===== config.mk =====
export PLATFORM = sky130hd
export DESIGN_NAME = usec_timebase
export DESIGN_NICKNAME = d
export VERILOG_FILES = /design/src/rtl/ustb_pkg.sv /design/src/rtl/ustb_ratio_acc.sv /design/src/rtl/ustb_counter.sv /design/src/rtl/ustb_regs.sv /design/src/rtl/usec_timebase.sv
export SDC_FILE = /design/constraint.sdc
export NUM_CORES = 1
export LEC_CHECK = 0
export ABC_AREA = 1
export BUFFER_PORTS_ARGS = -buffer_cell sky130_fd_sc_hd__buf_2
export CAP_MARGIN = 25
export CORE_UTILIZATION = 35
export DETAILED_ROUTE_END_ITERATION = 8
export PLACE_DENSITY = 0.53
export SYNTH_ARGS = -nofsm -noshare
export SYNTH_HDL_FRONTEND = slang
export SYNTH_SLANG_ARGS = --single-unit

===== constraint.sdc =====
create_clock -name clk -period 4.6 [get_ports clk]
set_clock_uncertainty 0.05 [all_clocks]
set_input_delay 1.38 -clock clk [delete_from_list [all_inputs] [get_ports clk]]
set_output_delay 1.38 -clock clk [all_outputs]
set_load 0.02 [all_outputs]

===== src/rtl/ustb_pkg.sv =====
package ustb_pkg;
  localparam int RATIO_FW = 8;

  localparam logic [7:0] OFS_COUNT = 8'h10;
  localparam logic [7:0] OFS_RATIO = 8'h14;
  localparam logic [7:0] OFS_HOLD  = 8'h4C;

  typedef struct packed {
    logic [RATIO_FW-1:0] mul_m1;
    logic [RATIO_FW-1:0] div_m1;
  } ratio_t;

  localparam ratio_t RATIO_RST = '{mul_m1: 8'h00, div_m1: 8'h0B};
endpackage


===== src/rtl/ustb_ratio_acc.sv =====
module ustb_ratio_acc #(
  parameter int FW = 8
) (
  input  logic          clk,
  input  logic          rst_n,
  input  logic          clr_i,
  input  logic [FW-1:0] mul_m1_i,
  input  logic [FW-1:0] div_m1_i,
  output logic          wrap_o,
  output logic          tick_o
);
  localparam int AW = FW + 1;

  logic [AW-1:0] acc_q, acc_d, mul, dvs, sum;
  logic          tick_d;

  assign mul = {1'b0, mul_m1_i} + AW'(1);
  assign dvs = {1'b0, div_m1_i} + AW'(1);
  assign sum = acc_q + mul;

  always_comb begin
    wrap_o = (sum >= dvs) && !clr_i;
    tick_d = wrap_o;
    if (clr_i)       acc_d = '0;
    else if (wrap_o) acc_d = sum - dvs;
    else             acc_d = sum;
  end

  always_ff @(posedge clk or negedge rst_n) begin
    if (!rst_n) begin
      acc_q  <= '0;
      tick_o <= 1'b0;
    end else begin
      acc_q  <= acc_d;
      tick_o <= tick_d;
    end
  end


  clr_zero_chk: assert property (@(posedge clk) disable iff (!rst_n)
    clr_i |=> (acc_q == '0) && !tick_o);


  acc_range_chk: assert property (@(posedge clk) disable iff (!rst_n)
    acc_q < dvs);
endmodule


===== src/rtl/ustb_counter.sv =====
module ustb_counter #(
  parameter int W = 32
) (
  input  logic         clk,
  input  logic         rst_n,
  input  logic         step_i,
  input  logic         hold_i,
  output logic [W-1:0] cnt_o
);
  logic [W-1:0] cnt_q, cnt_d;
  logic         cnt_en;

  assign cnt_en = step_i && !hold_i;
  assign cnt_o  = cnt_q;

  always_comb begin
    cnt_d = cnt_q;
    if (cnt_en) cnt_d = cnt_q + W'(1);
  end

  always_ff @(posedge clk or negedge rst_n) begin
    if (!rst_n) cnt_q <= '0;
    else        cnt_q <= cnt_d;
  end


  hold_keep_chk: assert property (@(posedge clk) disable iff (!rst_n)
    hold_i |=> $stable(cnt_q));


  step_wrap_chk: assert property (@(posedge clk) disable iff (!rst_n)
    (step_i && !hold_i) |=> (cnt_q == $past(cnt_q) + W'(1)));


  idle_keep_chk: assert property (@(posedge clk) disable iff (!rst_n)
    !step_i |=> $stable(cnt_q));
endmodule


===== src/rtl/ustb_regs.sv =====
module ustb_regs
  import ustb_pkg::*;
#(
  parameter int CW = 32,
  parameter int DW = 32
) (
  input  logic          clk,
  input  logic          rst_n,
  input  logic          sel_i,
  input  logic          wr_i,
  input  logic [7:0]    addr_i,
  input  logic [DW-1:0] wdata_i,
  input  logic [CW-1:0] cnt_i,
  output ratio_t        ratio_o,
  output logic          hold_o,
  output logic          clr_o,
  output logic [DW-1:0] rdata_o
);
  ratio_t ratio_q, ratio_d;
  logic   hold_q, hold_d;
  logic   wr_ratio, wr_hold;
  logic   wdata_unused;

  assign wdata_unused = ^wdata_i[DW-1:16];

  assign wr_ratio = sel_i && wr_i && (addr_i == OFS_RATIO);
  assign wr_hold  = sel_i && wr_i && (addr_i == OFS_HOLD);

  always_comb begin
    ratio_d = ratio_q;
    hold_d  = hold_q;
    if (wr_ratio) ratio_d = ratio_t'(wdata_i[15:0]);
    if (wr_hold)  hold_d  = wdata_i[0];
  end

  always_ff @(posedge clk or negedge rst_n) begin
    if (!rst_n) begin
      ratio_q <= RATIO_RST;
      hold_q  <= 1'b0;
    end else begin
      ratio_q <= ratio_d;
      hold_q  <= hold_d;
    end
  end

  always_comb begin
    rdata_o = '0;
    if (sel_i) begin
      case (addr_i)
        OFS_COUNT: rdata_o = DW'(cnt_i);
        OFS_RATIO: rdata_o = DW'(ratio_q);
        OFS_HOLD:  rdata_o = DW'(hold_q);
        default:   rdata_o = '0;
      endcase
    end
  end

  assign ratio_o = ratio_q;
  assign hold_o  = hold_q;
  assign clr_o   = wr_ratio;


  quiet_bus_chk: assert property (@(posedge clk) disable iff (!rst_n)
    !(sel_i && wr_i) |=> $stable(ratio_q) && $stable(hold_q));
endmodule


===== src/rtl/usec_timebase.sv =====
module usec_timebase
  import ustb_pkg::*;
#(
  parameter int CNT_W = 32,
  parameter int DATA_W = 32
) (
  input  logic              clk,
  input  logic              rst_n,
  input  logic              bus_sel,
  input  logic              bus_wr,
  input  logic [7:0]        bus_addr,
  input  logic [DATA_W-1:0] bus_wdata,
  output logic [DATA_W-1:0] bus_rdata,
  output logic              usec_tick
);
  logic       rst_meta, rst_sync;
  ratio_t     ratio;
  logic       hold, clr, wrap;
  logic [CNT_W-1:0] cnt;

  always_ff @(posedge clk or negedge rst_n) begin
    if (!rst_n) begin
      rst_meta <= 1'b0;
      rst_sync <= 1'b0;
    end else begin
      rst_meta <= 1'b1;
      rst_sync <= rst_meta;
    end
  end

  ustb_regs #(.CW(CNT_W), .DW(DATA_W)) u_regs (
    .clk(clk), .rst_n(rst_sync),
    .sel_i(bus_sel), .wr_i(bus_wr), .addr_i(bus_addr), .wdata_i(bus_wdata),
    .cnt_i(cnt), .ratio_o(ratio), .hold_o(hold), .clr_o(clr),
    .rdata_o(bus_rdata)
  );

  ustb_ratio_acc #(.FW(RATIO_FW)) u_acc (
    .clk(clk), .rst_n(rst_sync), .clr_i(clr),
    .mul_m1_i(ratio.mul_m1), .div_m1_i(ratio.div_m1),
    .wrap_o(wrap), .tick_o(usec_tick)
  );

  ustb_counter #(.W(CNT_W)) u_cnt (
    .clk(clk), .rst_n(rst_sync), .step_i(wrap), .hold_i(hold),
    .cnt_o(cnt)
  );


  rst_hold_chk: assert property (@(posedge clk)
    !rst_sync |-> !usec_tick);
endmodule


==> out/metrics.csv, run 1 <==
stage,metric,value,unit
sta,fin crit period,4280,ps
placement,Post-Place Cell Area,5200,um^2
pwr,Pwr per Cell Area,434,nW/um^2
logic_synthesis,number of synthesized flops with an enable pin,0,
logic_synthesis,asr flop ratio synth,100,%
placement,Detailed Place HPWL,9.80,mm
logic_synthesis,Mapped Cells,745,
sta,Setup-failing EPs final,0,
logic_synthesis,synth cell count leaders,"nand2_1, inv_1, nor2_1",
global_route,initial antenna violation count,0,
pwr,clock power share,26.8,%
worst_hold_path,worst hold endpoint,rst_sync,
worst_setup_path,FF-to-FF Start,u_regs.ratio_o[8],
global_route,Overall Global Routing Usage,20.0,%
drt,via-per-instance ratio,4.90,
logic_synthesis,Yosys cell types,35,
cells_and_area,Total Nets Final,864,
pwr,cell-internal power,1.33,mW
pwr,Sequential Power Share,27.0,%
cells_and_area,Layout area overhead,15.4,%
logic_synthesis,main combinational cell family by area after synthesis,simple AND/OR/NAND/NOR gates,
drt,via count,4805,
logic_synthesis,"FF+latch count, synth",61,
floorplanning,Ports,77,
clocking,clock transition at the registers of the reported paths,60,ps
clocking,clock tree buffer depth,2,
logic_synthesis,XOR/XNOR share of the synthesized area,2.40,%
worst_setup_path,CP Data Required Time,3170,ps
placement,Final GP Congestion,0.888,
worst_setup_path,flop-to-flop setup slack,560,ps
run_status,status,completed,
clocking,Post-CTS Setup Bufs,0,
global_route,first-pass GRT wire length,22.4,mm
global_route,largest net degree at the start of global routing,67,
placement,IO Port Bufs,60,
worst_setup_path,"Max FO, Critical Path",16,
worst_hold_path,Hold Startpoint,rst_meta,
logic_synthesis,cell area after synthesis,4750,um^2
worst_setup_path,R2R cell count,16,
sta,setup TNS,0,ps
global_route,vias in the first global route,4681,
drt,DR pass1 iterations,6,
drt,ANT nets after route,0,
drt,routed wire length,13.2,mm
drt,DR WL/cell,13.4,um
logic_synthesis,"count leader, synth",nand2_1,
floorplanning,Initial Util,35.9,%
sta,maximum clock rate,0.234,GHz
worst_setup_path,crit path capture type,output port,
drt,Iteration-0 DRC Markers,392,
drt,DRC Markers,0,
logic_synthesis,largest area contributor in the netlist,dfrtp_1,
worst_setup_path,Setup CP Type,in2out,
pwr,P_sw,1.05,mW
floorplanning,Die X,118,um
clocking,CTS tree,built,
pwr,combinational power share,46.3,%
logic_synthesis,syn nets,810,
pwr,Leakage,2.64,nW
worst_hold_path,hold path depth,0,
sta,max-slew violation count,0,
clocking,root buffer cell,clkbuf_16,
logic_synthesis,compound-gate portion of the synthesized area,4.77,%
flow_run,Max Cap Viol,0,
cells_and_area,ratio of cells with drive above 1 in the final layout,12.8,%
sta,Final Hold Vio Count,0,
cells_and_area,Final Cell Area,5480,um^2
clocking,clock insertion delay at the later pin of the skew report,330,ps
logic_synthesis,adder-cell share of the synthesized area,5.85,%
floorplanning,die area,14000,um^2
floorplanning,die height,118,um
logic_synthesis,Synth area leaders,"dfrtp_1, nand2_1, inv_1",
logic_synthesis,mux share of post-synthesis cell area,0,%
worst_hold_path,Worst Hold Class,reg2reg,
floorplanning,core area,13200,um^2
logic_synthesis,Syn. warnings,0,
pwr,maximum VDD drop,0.000336,V
logic_synthesis,syn_area_per_cell,6.38,um^2
sta,fin crit share,93.0,%
sta,RSZ-0062 raised after global routing,false,
cells_and_area,Inserted Diodes,0,
worst_setup_path,Critical Path AT,2850,ps
clocking,Num CTS Buffers,9,
worst_setup_path,RR Endpoint,u_cnt.cnt_o[28],
pwr,Sw Ratio,44.0,%
clocking,clk sinks,61,
sta,Worst Tran Pin Value,805,ps
global_route,total grt overflow,0,
cells_and_area,final core occ,41.4,%
logic_synthesis,sequential area share after synthesis,32.2,%
clocking,H-tree levels,3,
floorplanning,row cnt,42,
logic_synthesis,Yosys top cell area share,30.6,%
logic_synthesis,ys flop type,dfrtp_1,
pwr,total power draw,2.38,mW
sta,Worst slew margin,46.4,%
logic_synthesis,simple-gate share of the synthesized area,44.7,%
sta,WHS,304,ps
worst_setup_path,CP startpoint kind,input port,
==> per-layer routing <==
| metal | vias to the layer above | part of all wire (%) | wire length (um) | GRT usage (%) |
|---|---|---|---|---|
| met5 | - | 0 | 0 | 0 |
| met2 | 105 | 43 | 5730 | 31.1 |
| met3 | 5 | 3.8 | 503 | 3.23 |
| met4 | 0 | 0.83 | 110 | 5.38 |
| li1 | 2488 | - | - | - |
| met1 | 2207 | 52 | 6840 | 28.7 |
==> power groups by stage <==
| stage | Clock [mW] | Sequential [mW] | Combinational, mW |
|---|---|---|---|
| after detailed placement | 0 | 0.650 | 1.09 |
| after floorplan | 0 | 0.651 | 0.900 |
| after global placement | 0 | 0.648 | 1.08 |
| after CTS | 0.651 | 0.641 | 1.11 |
| final | 0.636 | 0.640 | 1.10 |
| after global routing | 0.682 | 0.647 | 1.27 |
==> final cells by class <==
cell class / count / area [um^2]
Clock inverter: 7 / 51.3
Fill cell: 1437 / 7760
Tap cell: 176 / 220
Timing Repair Buffer: 67 / 365
Sequential cell: 61 / 1530
Clock buffer: 9 / 225
Multi-Input combinational cell: 570 / 2750
Inverter: 90 / 338
==> cell usage in the layout (no fill, tap or decap), drive strengths merged <==
| cell type | count |
|---|---|
| nand2 | 281 |
| inv | 90 |
| nor2 | 83 |
| buf | 67 |
| dfrtp | 58 |
| nand3 | 58 |
| nand4 | 38 |
| nor3 | 27 |
| a21oi | 23 |
| ha | 19 |
| o21ai | 14 |
| clkbuf | 9 |
| xor2 | 8 |
| xnor2 | 5 |
| clkinv | 5 |
| o21bai | 3 |
| dfstp | 3 |
| nor4 | 2 |
| nand3b | 2 |
| fa | 2 |
| clkinvlp | 2 |
| or2 | 1 |
| a21boi | 1 |
| a21o | 1 |
| nor3b | 1 |
| conb | 1 |
==> cell families (layout without fill, tap and decap cells) <==
logic type	Yosys count	count (layout)
flops	61	61
fa+ha+maj	21	21
simple gates	493	493
compound gates	42	42
other cells	1	1
buf+inv	114	173
xor+xnor	13	13
==> worst max path at each step <==
| stage | endpoint | slack (ps) | cells after the start | start |
|---|---|---|---|---|
| after global placement | bus_rdata[18] | 160 | 9 | bus_addr[7] |
| final | bus_rdata[17] | 320 | 9 | bus_addr[7] |
| after CTS | bus_rdata[17] | 110 | 9 | bus_addr[7] |
| after floorplan | bus_rdata[23] | 500 | 8 | bus_addr[7] |
| after global routing | bus_rdata[17] | 140 | 9 | bus_addr[7] |
| after detailed placement | bus_rdata[17] | 110 | 9 | bus_addr[7] |
==> critical path, cell delays in order <==
cell	delay [ps]
buf_2	90
inv_1	40
nand2_1	70
nor2_2	160
nand4_1	170
nor2_4	320
inv_2	220
nor3_1	200
buf_2	200
==> state kept, by name, summed over array words and instances (netlist names) <==
register and count:
u_acc.tick_o 1, rst_meta 1, rst_sync 1, u_regs.hold_o 1
u_regs.ratio_o 16, u_acc.acc_q 9, u_cnt.cnt_o 32
==> stage by stage <==
step / setup WS [ps] / instances
finish: 321 / 980
global route: 140 / 980
CTS: 108 / 980
detailed placement: 110 / 964
global placement: 163 / 964
floorplan: 502 / 745
==> timing repair <==
item	in CTS	in global routing
setup endpoints to repair	0	14
hold buffers	0	0
endpoints found under the hold margin	0	0
resized for setup	0	1
Note: power is estimated with default switching activity, not from simulation.
==> run 2: changes to the inputs <==
--- a/config.mk
+++ b/config.mk
@@ -6,8 +6,9 @@
 export NUM_CORES = 1
 export LEC_CHECK = 0
 export ABC_AREA = 1
-export BUFFER_PORTS_ARGS = -buffer_cell sky130_fd_sc_hd__buf_2
+export BUFFER_PORTS_ARGS = -buffer_cell sky130_fd_sc_hd__clkbuf_2
 export CAP_MARGIN = 25
+export CORE_MARGIN = 2
 export CORE_UTILIZATION = 35
 export DETAILED_ROUTE_END_ITERATION = 8
 export PLACE_DENSITY = 0.53
==> out/metrics.csv, run 2 (synthesized netlist as in run 1, its figures left out) <==
stage,metric,value,unit,change
drt,DRC Markers,0,,unchanged
sta,Setup-failing EPs final,0,,unchanged
global_route,total grt overflow,0,,unchanged
clocking,clock transition at the registers of the reported paths,50,ps,about the same
sta,maximum clock rate,0.235,GHz,+0.61%
floorplanning,core area,13200,um^2,unchanged
clocking,cts hold-fix bufs,0,,unchanged
worst_setup_path,CP Cell Sequence,clkbuf_2 > inv_1 > nand2_1 > nor2_2 > nand4_1 > nor2_2 > buf_4 > nand2_1 > a21oi_1 > clkbuf_2,,
clocking,Num CTS Buffers,9,,unchanged
floorplanning,row cnt,42,,unchanged
sta,setup TNS,0,ps,unchanged
floorplanning,Initial Util,35.9,%,unchanged
placement,worst slack at placement,319,ps,+209 ps
clocking,clk sinks,61,,unchanged
drt,via-per-instance ratio,4.94,,+0.75%
global_route,vias in the first global route,4558,,-2.6%
pwr,maximum VDD drop,0.000347,V,+3.3%
worst_setup_path,crit path capture type,output port,,
worst_setup_path,flop-to-flop setup slack,650,ps,+90 ps
placement,IO Port Bufs,60,,unchanged
placement,Post-Place Cell Area,5200,um^2,unchanged
clocking,clock tree buffer depth,2,,unchanged
worst_setup_path,"Max FO, Critical Path",14,,-2
clocking,clock insertion delay at the later pin of the skew report,340,ps,about the same
floorplanning,Die X,120,um,+1.7%
placement,Detailed Place HPWL,10.0,mm,+2.3%
sta,Worst Tran Pin Value,810,ps,+5.75 ps
worst_setup_path,CP startpoint kind,input port,,
global_route,Overall Global Routing Usage,19.4,%,-0.63 points
drt,DR WL/cell,13.6,um,+0.86%
run_status,status,completed,,
pwr,total power draw,2.42,mW,+1.8%
cells_and_area,most frequent cells in the layout,"nand2_1, inv_1, nor2_1, clkbuf_2, dfrtp_1",,
drt,ANT nets after route,0,,unchanged
sta,Final Hold Vio Count,0,,unchanged
worst_setup_path,critical path buffer and inverter count,4,,unchanged
pwr,Leakage,2.63,nW,-0.51%
floorplanning,die height,120,um,+1.7%
sta,max-slew violation count,0,,unchanged
worst_setup_path,slowest cell delay on critical path,250,ps,-70 ps
sta,fin worst setup slack,347,ps,+26.0 ps
sta,RSZ-0062 raised after global routing,false,,
cells_and_area,"commonest non-fill, non-tap cell in the layout",nand2_1,,
worst_setup_path,CP Data Required Time,3170,ps,about the same
clocking,CTS tree,built,,
worst_setup_path,"Slowest-stage cell, CP",buf_4,,
cells_and_area,Final Cell Area,5490,um^2,+0.23%
drt,DR pass1 iterations,5,,-1
sta,fin crit share,92.4,%,-0.56 points
floorplanning,die area,14500,um^2,+3.4%
pwr,Pwr per Cell Area,440,nW/um^2,+1.6%
sta,fin crit period,4250,ps,-26.0 ps
cells_and_area,ratio of cells with drive above 1 in the final layout,12.6,%,-0.25 points
worst_hold_path,Worst Hold Class,reg2reg,,
drt,routed wire length,13.3,mm,+0.86%
sta,Worst slew margin,46.0,%,-0.38 points
worst_setup_path,family with the most delay on the worst path,simple AND/OR/NAND/NOR gates,,
global_route,first-pass GRT wire length,22.3,mm,-0.31%
drt,via count,4841,,+0.75%
cells_and_area,Inserted Diodes,0,,unchanged
worst_setup_path,Critical Path AT,2820,ps,-30 ps
clocking,root buffer cell,clkbuf_16,,
worst_setup_path,Setup CP Type,in2out,,
cells_and_area,max FFs per register,32,,unchanged
clocking,Post-CTS Setup Bufs,0,,unchanged
global_route,largest net degree at the start of global routing,67,,unchanged
global_route,initial antenna violation count,0,,unchanged
drt,Iteration-0 DRC Markers,384,,-2.0%
clocking,H-tree levels,3,,unchanged
flow_run,Max Cap Viol,0,,unchanged
cells_and_area,final core occ,41.5,%,+0.095 points
cells_and_area,Layout area overhead,15.6,%,
cells_and_area,Total Nets Final,864,,unchanged
floorplanning,Ports,77,,unchanged
placement,Final GP Congestion,0.862,,-2.9%
clocking,post-CTS resize count,0,,unchanged
[run 2: cell count changes in the layout (fill, tap and decap cells not counted), moves of 2 or more]
cell      delta
clkinv_4     -2
buf_2       -60
clkbuf_2    +60
clkbuf_1     +2
[run 2: worst paths after layout]
path                                    to  cells past startpoint              start
max in group asynchronous   u_cnt.cnt_o[8]                      1           rst_sync
min reg2reg                       rst_sync                      0           rst_meta
min                               rst_sync                      0           rst_meta
min in group asynchronous  u_cnt.cnt_o[30]                      1           rst_sync
max                           bus_rdata[5]                     10        bus_addr[5]
max reg2reg                u_cnt.cnt_o[29]                     16  u_regs.ratio_o[8]
[run 2: power breakdown]
group          switching (mW)  internal (mW)
registers              0.0363          0.606
logic                   0.739          0.359
clock network           0.246          0.432
[run 2: per-stage QoR]
stage / std cells / hold slack, ps
detailed placement: 964 / 293
global route: 980 / 325
finish: 980 / 301
floorplan: 745 / 281
CTS: 980 / 305
global placement: 964 / 288
[run 2: cell type report]
| class | count | area [um^2] |
|---|---|---|
| fill | 1473 | 7750 |
| multi-input combinational | 570 | 2740 |
| sequential | 61 | 1530 |
| timing repair buffer | 67 | 365 |
| inverter | 90 | 338 |
| clock buffer | 12 | 246 |
| tap | 176 | 220 |
| clock inverter | 4 | 47.5 |
[run 2: metal layers]
metal  global-route usage (%)  wire [um]
met5                        0          0
met4                     6.98        204
met3                     2.64        582
met2                     29.5       5790
met1                     28.0       6710
